==> src/rtl/pwm_step_pkg.sv <==
package pwm_step_pkg;
    localparam int unsigned DUTY_W     = 4;
    localparam int unsigned DUTY_MAX   = (1 << DUTY_W) - 1;
    localparam int unsigned DUTY_RESET = 1 << (DUTY_W - 1);

    typedef logic [DUTY_W-1:0] duty_t;
endpackage

==> src/rtl/step_sync.sv <==
module step_sync #(
    parameter int unsigned WIDTH = 2
) (
    input  logic             clk,
    input  logic             rst,
    input  logic [WIDTH-1:0] async_i,
    output logic [WIDTH-1:0] sync_o
);
    typedef struct packed {
        logic meta;
        logic held;
    } stage_t;

    for (genvar b = 0; b < WIDTH; b++) begin : g_bit
        stage_t st_d, st_q;

        always_comb begin
            st_d      = st_q;
            st_d.meta = async_i[b];
            st_d.held = st_q.meta;
        end

        always_ff @(posedge clk) begin
            if (rst) begin
                st_q <= '0;
            end else begin
                st_q <= st_d;
            end
        end

        assign sync_o[b] = st_q.held;
    end
endmodule

==> src/rtl/clk_en_div.sv <==
module clk_en_div #(
    parameter int unsigned RATIO = 4
) (
    input  logic clk,
    input  logic rst,
    output logic tick_o
);
    localparam int unsigned CW = (RATIO > 1) ? $clog2(RATIO) : 1;
    localparam logic [CW-1:0] LAST = CW'(RATIO - 1);

    typedef struct packed {
        logic [CW-1:0] cnt;
    } div_t;

    div_t div_d, div_q;
    logic at_last;

    always_comb begin
        div_d   = div_q;
        at_last = (div_q.cnt == LAST);
        if (at_last) begin
            div_d.cnt = '0;
        end else begin
            div_d.cnt = div_q.cnt + CW'(1);
        end
    end

    always_ff @(posedge clk) begin
        if (rst) begin
            div_q <= '0;
        end else begin
            div_q <= div_d;
        end
    end

    assign tick_o = at_last;
endmodule

==> src/rtl/duty_stepper.sv <==
module duty_stepper
    import pwm_step_pkg::*;
(
    input  logic  clk,
    input  logic  rst,
    input  logic  step_en,
    input  logic  up_i,
    input  logic  dn_i,
    output duty_t duty_o
);
    typedef struct packed {
        duty_t duty;
    } reg_t;

    reg_t r_d, r_q;
    logic at_top, at_bottom;

    always_comb begin
        r_d       = r_q;
        at_top    = (r_q.duty == duty_t'(DUTY_MAX));
        at_bottom = (r_q.duty == '0);
        if (step_en) begin
            if (up_i) begin
                if (!at_top) r_d.duty = r_q.duty + duty_t'(1);
            end else if (dn_i) begin
                if (!at_bottom) r_d.duty = r_q.duty - duty_t'(1);
            end
        end
    end

    always_ff @(posedge clk) begin
        if (rst) begin
            r_q.duty <= duty_t'(DUTY_RESET);
        end else begin
            r_q <= r_d;
        end
    end

    assign duty_o = r_q.duty;
endmodule

==> src/rtl/pwm_compare.sv <==
module pwm_compare
    import pwm_step_pkg::*;
(
    input  logic  clk,
    input  logic  rst,
    input  logic  adv_i,
    input  duty_t duty_i,
    output duty_t ref_o,
    output logic  pwm_o,
    output logic  pwm_n_o
);
    typedef struct packed {
        duty_t refc;
        logic  pwm;
        logic  pwm_n;
    } cmp_t;

    cmp_t c_d, c_q;
    logic below;

    always_comb begin
        c_d   = c_q;
        below = (c_q.refc < duty_i);
        if (adv_i) begin
            c_d.refc = c_q.refc + duty_t'(1);
        end
        c_d.pwm   = below;
        c_d.pwm_n = !below;
    end

    always_ff @(posedge clk) begin
        if (rst) begin
            c_q.refc  <= '0;
            c_q.pwm   <= 1'b0;
            c_q.pwm_n <= 1'b1;
        end else begin
            c_q <= c_d;
        end
    end

    assign ref_o   = c_q.refc;
    assign pwm_o   = c_q.pwm;
    assign pwm_n_o = c_q.pwm_n;
endmodule

==> src/rtl/pwm_step_top.sv <==
module pwm_step_top
    import pwm_step_pkg::*;
#(
    parameter int unsigned FAST_DIV = 4,
    parameter int unsigned SLOW_DIV = 65536
) (
    input  logic clk,
    input  logic rst,
    input  logic up_req,
    input  logic dn_req,
    output logic pwm_o,
    output logic pwm_n_o
);
    logic [1:0] req_s;
    logic       up_s, dn_s;
    logic       fast_tick, slow_tick;
    duty_t      duty_q, ref_q;

    step_sync #(.WIDTH(2)) u_sync (
        .clk     (clk),
        .rst     (rst),
        .async_i ({dn_req, up_req}),
        .sync_o  (req_s)
    );
    assign up_s = req_s[0];
    assign dn_s = req_s[1];

    clk_en_div #(.RATIO(FAST_DIV)) u_fast_div (
        .clk    (clk),
        .rst    (rst),
        .tick_o (fast_tick)
    );

    clk_en_div #(.RATIO(SLOW_DIV)) u_slow_div (
        .clk    (clk),
        .rst    (rst),
        .tick_o (slow_tick)
    );

    duty_stepper u_duty (
        .clk     (clk),
        .rst     (rst),
        .step_en (slow_tick),
        .up_i    (up_s),
        .dn_i    (dn_s),
        .duty_o  (duty_q)
    );

    pwm_compare u_cmp (
        .clk     (clk),
        .rst     (rst),
        .adv_i   (fast_tick),
        .duty_i  (duty_q),
        .ref_o   (ref_q),
        .pwm_o   (pwm_o),
        .pwm_n_o (pwm_n_o)
    );
endmodule

==> config.mk <==
export PLATFORM = sky130hd
export DESIGN_NAME = pwm_step_top
export DESIGN_NICKNAME = d
export VERILOG_FILES = /design/src/rtl/pwm_step_pkg.sv /design/src/rtl/step_sync.sv /design/src/rtl/clk_en_div.sv /design/src/rtl/duty_stepper.sv /design/src/rtl/pwm_compare.sv /design/src/rtl/pwm_step_top.sv
export SDC_FILE = /design/constraint.sdc
export NUM_CORES = 1
export LEC_CHECK = 0
export ABC_AREA = 1
export CAP_MARGIN = 25
export CORE_MARGIN = 2
export CORE_UTILIZATION = 60
export DETAILED_ROUTE_END_ITERATION = 8
export GPL_TIMING_DRIVEN = 0
export PLACE_DENSITY_LB_ADDON = 0.12
export SYNTH_ARGS = -nofsm -noshare
export SYNTH_HDL_FRONTEND = slang
export SYNTH_SLANG_ARGS = --single-unit
==> constraint.sdc <==
create_clock -name clk -period 2.85 [get_ports clk]
set_clock_uncertainty 0.1 [all_clocks]
set_input_delay 0.285 -clock clk [delete_from_list [all_inputs] [get_ports clk]]
set_output_delay 0.285 -clock clk [all_outputs]
set_load 0.005 [all_outputs]
======== After elaboration in Yosys (flattened, before gate mapping) ========
Index checks and enable logic that the tools add are counted.
word-level totals
  register bits ........................... 32
  bits in latches ......................... 0
  bits in writable memories ............... 0
  bits in read-only memories .............. 0
  bits of input ports ..................... 4
  word-level logic and storage cells ...... 31
  memories kept ........................... 0
cells by class
  add/subtract/negate cells ............... 5
  multipliers ............................. 0
  div/mod/pow operators ................... 0
  magnitude comparators ................... 1
  eq/ne operators ......................... 5
  shift-type cells ........................ 0
  mux-type cells .......................... 4
  bitwise gates (word level) .............. 0
  reductions and logical operators ........ 6
operators with widths
  operator                                                            count
  16-bit by 1-bit adder with 16-bit output, second input constant     1
  16-bit == test, second input constant                               1
  4-bit two-way mux                                                   4
  4-bit by 1-bit adder with 4-bit output, second input constant       2
  4-bit == test, second input constant                                1
  4-bit zero test                                                     1
  4-bit less-than comparator                                          1
  2-bit != test, second input constant                                2
  4-bit AND reduction                                                 1
  2-bit OR reduction                                                  2
  4-bit by 1-bit subtractor with 4-bit output, second input constant  1
  2-bit by 1-bit adder with 2-bit output, second input constant       1
  2-bit == test, second input constant                                1
  2-bit nonzero test                                                  1
  1-bit zero test                                                     1

======== Logic depth before layout (Yosys ltp) ========
Gate-level depths: netlist of run 1.
  depth after elaboration ................. 4
  depth in mapped cells ................... 8
  depth with buffers taken out ............ 8

======== Modules after synthesis ========
A second synthesis of run 1 with hierarchy kept.
unflattened totals
  cells, all modules ...................... 228
  area, all modules ....................... 1662.8 µm²
modules (own cells, without submodules)
  module                    instances  cells an instance  area an instance (µm²)  sequential area each (µm²)
  clk_en_div at u_slow_div  1          117                845.8                   320.3
  duty_stepper              1          45                 317.8                   80.1
  pwm_compare               1          45                 314.1                   120.1
  step_sync                 1          12                 110.1                   80.1
  clk_en_div at u_fast_div  1          9                  75.1                    40.0

======== Least setup slack after synthesis of run 1 ========
Ideal clock, no wire load.
  path kind ............................... register to register
  start point ............................. reg u_slow_div.div_q[0] (netlist name)
  end point ............................... reg u_slow_div.div_q[10] (netlist name)
  library setup time ...................... 0.115 ns
  arrival ................................. 1.225 ns
  required time ........................... 2.635 ns
  path slack .............................. 1.410 ns
  stages on the path, launching flop included .. 8
  clock period less this slack ............ 1.440 ns
  cells stage by stage .................... dfxtp_1 > ha_1 > nand2_2 > nor2_4 > nand2_4 > o21ai_4 > buf_6 > nor2_1
on the way
  cells in the longest elaborated chain, start to end .. 2
  elaborated cells between the ends (all ways) .. 3
ends and longest elaborated chain
  what                                                                              line              RTL
  start, declared                                                                   clk_en_div.sv:15  div_t div_d, div_q;
  start signal, assigned                                                            clk_en_div.sv:32  div_q <= div_d;
  branches (longest 2 deep; another with 16-bit by 1-bit adder with 16-bit output)  n/a
Parallel ways; which one is timed is not known.
A chain may end at the register's enable or synchronous reset.

======== Worst setup path in the final report of run 1 ========
  start point ............................. reg u_slow_div.div_q[0] (netlist name)
  end point ............................... reg u_slow_div.div_q[12] (netlist name)
The elaborated chain is that of the path after synthesis.

==> results.cfg, run 1 <==
[run_status]
status = finished clean

[detailed_routing]
drt_iter0_drc = 22
first_pass_iters = 4
drt-total-wl_um = 2650
wl_per_cell_um = 11.0
ant_nets = 0
vias = 1232
via_per_inst = 5.13
drc_errors = 0

[timing]
rsz0062_at_grt = no
relSlewSlack = 0.771
tns_ps = 0
fin_crit_ps = 1640
fin_crit_sh = 0.574
finalSetupViolations = 0
worstMarginPinSlew_ps = 342
finalHoldViolCount = 0
max_freq_mhz = 611
drv_slew = 0

[synth]
yosys.area_share.xor_xnor = 0.0520
seq_area_frac_synth = 0.423
synth-adder-area-share = 0.0793
synthCells = 198
synthSimpleGateAreaFrac = 0.305
async_flop_share = 0
syn_nets = 211
synth-edff-count = 0
synth.cell_area_um2 = 1520
synth_compound_area_frac = 0.0743
synthFlopType = dfxtp_1
synth_top_family_by_area = simple AND/OR/NAND/NOR gates
synth_mux_area_frac = 0
synth.avg_cell_area_um2 = 7.65
yosys_warnings = 0
synth_cell_type_count = 22
ys_ff_latch = 32

[final_layout]
diodes = 0
fin_nets = 223
syn_to_final_growth_pct = 10.1
fin_cells = 240
drive_above_1_share = 0.0714
nFillCells = 210

[clock_tree]
post_cts_buffers = 0
clock-sinks = 32
root_buffer = clkbuf_4
clk_latency_ps = 320
clk_pin_slew_ps = 90
cts_resized = 0
hold_buffers = 0
cts-buffers-inserted = 5
cts_tree = built
cts_buffer_depth = 2
ctsHtreeMaxLevel = 2

[place]
dp_hpwl_um = 1970
dp_cells = 233
gp_congestion = 0.766
port_buffers = 5

[worst_setup_path]
crit_family = simple AND/OR/NAND/NOR gates
cpMaxStageDelayCell = dfxtp_1
cp.required_ps = 2970
end_kind = register
path_cells = ha_1 > nand2_2 > nor2_4 > nand2_4 > o21ai_4 > buf_6 > nor2_1
critical_path_arrival_ps = 1760
cp_num_buf_inv = 1
cp_max_fo = 10
cp_slowest_stage_delay_ps = 390
timing.rr.start = u_slow_div.div_q[0]$_SDFF_PP0_
crit_path_start = u_slow_div.div_q[0]$_SDFF_PP0_
path_class = reg2reg
critPathLaunchType = register

[power_and_ir_drop]
p_per_area_nw_per_um2 = 482
cellLeakagePower_uw = 0.000657
ir_drop_v = 0.000350

[floorplanning]
core-area_um2 = 2430
die_area_um2 = 2940
rows = 18
initial_core_util = 0.623
die_x_um = 54.3
fp.dieH_um = 54.3
io_pins = 6

[global_routing]
grt_max_degree = 11
grt_pass1_wl_um = 4730
grt.overflow.total = 0
antenna_found_initial = 0
track_usage = 0.225
grt_pass1_vias = 1166

[run]
maxCapViolations = 0

[min_path]
hp-start = u_sync.g_bit[0].st_d[0]$_SDFF_PP0_
hold_path_class = reg2reg
[cell usage after synthesis, types with 2 or more instances]
cell	n	share of area
o21ai_0	5	0.017
nand4_1	3	0.012
xnor2_1	6	0.035
nor2_1	36	0.089
ha_1	8	0.066
nand2_2	2	0.0083
dfxtp_1	32	0.42
nor2_4	3	0.022
nor3_1	3	0.0099
nand3b_1	2	0.0099
a21oi_1	13	0.043
nand2_1	38	0.094
nand3_1	14	0.046
xor2_1	3	0.017
inv_1	23	0.057
[per-stage QoR]
step                      power (uW)  worst slack (ps)  utilization  instance area [um2]  hold slack, ps
final                            804              1210        0.686                 1670             308
after floorplan                  509              1410            -                 1520             256
after detailed placement         527               905        0.659                 1600             298
after global placement           522               952        0.659                 1600             294
after CTS                        811              1200        0.686                 1670             311
after global routing             832              1120        0.686                 1670             339
[layer usage]
layer | track usage | share of wire | up-vias
li1 | - | - | 654
met1 | 0.286 | 0.50 | 559
met2 | 0.353 | 0.46 | 14
met3 | 0.0683 | 0.031 | 5
met4 | 0.0958 | 0.014 | 0
met5 | 0 | 0 | -
[state kept, by name, summed over array words and instances (netlist names)]
| name | cells |
|---|---|
| u_cmp.pwm_n_o | 1 |
| u_cmp.pwm_o | 1 |
| u_cmp.ref_o | 4 |
| u_duty.duty_o | 4 |
| u_fast_div.div_q | 2 |
| u_slow_div.div_q | 16 |
| u_sync.g_bit.st_d | 2 |
| u_sync.sync_o | 2 |
[layout make-up]
cell class / instances / area [um2] / area share
multi-input cells: 141 / 773 / 0.464
well taps: 30 / 37.5 / 0.0225
plain buffers: 1 / 11.3 / 0.00675
flip-flops and latches: 32 / 641 / 0.384
clock buffers: 7 / 65.1 / 0.0390
inverters: 24 / 90.1 / 0.0540
repair buffers: 5 / 50.0 / 0.0300
[logic make-up (layout without fill, tap and decap cells)]
family / count (synthesis) / count (layout)
fa+ha+maj: 9 / 9
xor+xnor: 9 / 9
buf+inv: 25 / 37
simple gates: 103 / 103
flops: 32 / 32
compound gates: 20 / 20
[power by group]
group | leakage [uW] | switching [uW] | internal, uW
sequential | 0.000261 | 8.46 | 460
clock | 0.0000374 | 148 | 140
combinational | 0.000359 | 25.7 | 21.8
total | 0.000657 | 182 | 622
[cells in the final DEF (no fill, tap or decap)]
master and n:
nor2_4 3, o21ai_4 1, fa_1 1, ha_1 8, xnor2_1 6, nand2_4 1
clkbuf_4 5, inv_1 23, nor3b_1 1, nor3_1 3, nand3b_1 2, dfxtp_1 32
nor2_1 36, a31oi_1 1, clkdlybuf4s50_1 5, clkinv_1 1, nand2_2 2, nand4_1 3
nand2_1 38, o21ai_0 5, a21oi_1 13, buf_6 1, nand3_1 14, clkbuf_8 2
xor2_1 3
[worst paths after layout]
check	cells after the start	endpoint	slack, ps
hold reg to reg	2	u_sync.sync_o[0]$_SDFF_PP0_	310
setup / recovery	7	u_slow_div.div_q[12]$_SDFF_PP0_	1210
hold / removal	2	u_sync.sync_o[0]$_SDFF_PP0_	310
setup reg to reg	7	u_slow_div.div_q[12]$_SDFF_PP0_	1210
[worst reg2reg max path, cell delays in order, from the launching register on]
cell	delay (ps)
dfxtp_1	390
ha_1	200
nand2_2	90
nor2_4	150
nand2_4	100
o21ai_4	280
buf_6	190
nor2_1	60
(Power assumes the default switching activity.)
==> inputs of run 2 (changes only) <==
Settings changed: CORE_UTILIZATION 60 to 59.
Clock period 2.85 ns to 1.65 ns, I/O delays scaled along.
==> run 2 against run 1 <==
Register-to-register slack worse by 1100 ps. Sequential cell count stayed put. Critical path depth is 1 higher. Sequential share of layout area is 0.30 points lower. Cell area is 0.98% higher. Sequential power is 73% higher. Highest routed layer unchanged.
==> results.cfg, run 2 (same netlist as run 1, synthesis figures left out) <==
[global_routing]
grt_pass1_wl_um = 4830
use_met2 = 0.359
track_usage = 0.232
grt_pass1_vias = 1194
globalRouteMet3Util = 0.0738
met1_usage = 0.278
grt.overflow.total = 0
antenna_found_initial = 0
top_usage_layer = met2
grt_max_degree = 11

[worst_setup_path]
end_kind = register
crit_family = flip-flops
crit_top_cell = nand2_1
cp_slowest_stage_delay_ps = 360
critPathLaunchType = register
path_class = reg2reg
cpMaxStageDelayCell = dfxtp_1
cp_max_fo = 5
cp_num_buf_inv = 1
worstRegToRegCells = 8
critical_path_arrival_ps = 1640
cp.required_ps = 1770
reg2reg_slack_ps = 130
path_cells = inv_1 > ha_1 > a21oi_1 > nand2_1 > nand2_1 > nand2_1 > nand3_1 > nand3_1
timing.rr.start = u_sync.sync_o[0]$_SDFF_PP0_
crit_path_start = u_sync.sync_o[0]$_SDFF_PP0_
r2r-end = u_duty.duty_o[3]$_SDFFE_PP1P_
cp_num_cells = 8
critPathCapture = u_duty.duty_o[3]$_SDFFE_PP1P_

[detailed_routing]
drc_errors = 0
first_pass_iters = 4
ant_nets = 0
vias = 1262
drt_iter0_drc = 26
drt-total-wl_um = 2810
via_per_inst = 5.21
wl_per_cell_um = 11.6

[final_layout]
syn_to_final_growth_pct = 11.1
design_area_um2 = 1680
diodes = 0
largest_register_ffs = 16
fin_nets = 225
drive_above_1_share = 0.0849
final_common_cell = nand2_1
final_core_util = 0.686
largest-register = u_slow_div.div_q
final_cell_mix = nand2_1 (38), nor2_1 (36), dfxtp_1 (31)

[power_and_ir_drop]
ir_drop_v = 0.000757
cellLeakagePower_uw = 0.000667
pwr-share-comb = 0.062
pwr-share-clk = 0.354
total_power_uw = 1390
p_per_area_nw_per_um2 = 823
p_sw_frac = 0.223
p_seq_frac = 0.584
p_int_uw = 1080
switchingPower_uw = 310

[clock_tree]
clock-sinks = 32
ctsHtreeMaxLevel = 2
cts_tree = built
cts_buffer_depth = 2
clk_pin_slew_ps = 90
clk_latency_ps = 330
cts-buffers-inserted = 5
root_buffer = clkbuf_4
hold_buffers = 0

[timing]
fin_crit_ps = 1520
finalHoldViolCount = 0
relSlewSlack = 0.767
rsz0062_at_grt = no
worstMarginPinSlew_ps = 347
finalSetupViolations = 0
drv_slew = 0
hold_ws_ps = 242
max_freq_mhz = 657
fin_crit_sh = 0.922

[place]
dp_hpwl_um = 2070
port_buffers = 5
placed_area_um2 = 1600
gp_congestion = 0.843

[floorplanning]
die_area_um2 = 2990
rows = 18
fp.dieH_um = 54.7
core-area_um2 = 2450
initial_core_util = 0.617
io_pins = 6
die_x_um = 54.7

[min_path]
hold_path_class = in2reg

[run_status]
status = finished clean

[run]
maxCapViolations = 0
[run 2: metrics by stage]
step / cells / setup slack [ps] / TNS [ps]
floorplan: 198 / 210 / 0
global placement: 233 / -134 / -1300
detailed placement: 233 / -180 / -1830
CTS: 240 / 23.6 / 0
global route: 242 / 17.9 / 0
finish: 242 / 128 / 0
[run 2: per-layer routing]
| layer | part of all wire | wire, um |
|---|---|---|
| met5 | 0 | 0 |
| met1 | 0.45 | 1280 |
| met2 | 0.48 | 1340 |
| met4 | 0.019 | 53 |
| met3 | 0.049 | 137 |
[run 2: area by class of cell]
cell class                 instances  area (um2)
fill                             197         771
tap                               30        37.5
inverter                          24        90.1
multi-input combinational        141         773
clock buffer                       7        65.1
timing repair buffer               7        65.1
sequential                        32         642
buffer                             1        11.3
[run 2: worst min-delay path by stage]
| stage | start | end | slack [ps] | cells after the start |
|---|---|---|---|---|
| 2_1_floorplan | rst | u_fast_div.div_q[0]$_SDFF_PP0_ | 140 | 1 |
| 3_3_place_gp | u_sync.g_bit[1].st_d[0]$_SDFF_PP0_ | u_sync.sync_o[1]$_SDFF_PP0_ | 290 | 2 |
| 3_5_place_dp | u_sync.g_bit[0].st_d[0]$_SDFF_PP0_ | u_sync.sync_o[0]$_SDFF_PP0_ | 290 | 2 |
| 4_1_cts | up_req | u_sync.g_bit[0].st_d[0]$_SDFF_PP0_ | 230 | 3 |
| 5_1_grt | dn_req | u_sync.g_bit[1].st_d[0]$_SDFF_PP0_ | 260 | 3 |
| 6_report | up_req | u_sync.g_bit[0].st_d[0]$_SDFF_PP0_ | 240 | 3 |
[run 2: tightest hold or removal path, cell delays in order]
cell and delay (ps):
clkdlybuf4s50_1 390, inv_1 50, nor2_1 30
[run 2: repair_timing]
item                                   CTS  global route
pin swaps                                1             2
endpoints found under the hold margin    0             0
gates resized for setup                  0             1
setup buffers                            0             2
setup endpoints to repair                1            14
[run 2: power by group through the flow]
stage	logic (uW)	registers (uW)	clock network, uW
floorplan	54.9	824	0
global placement	77.2	826	0
detailed placement	81.4	828	0
CTS	81.8	810	509
global route	100	813	544
finish	85.3	810	491
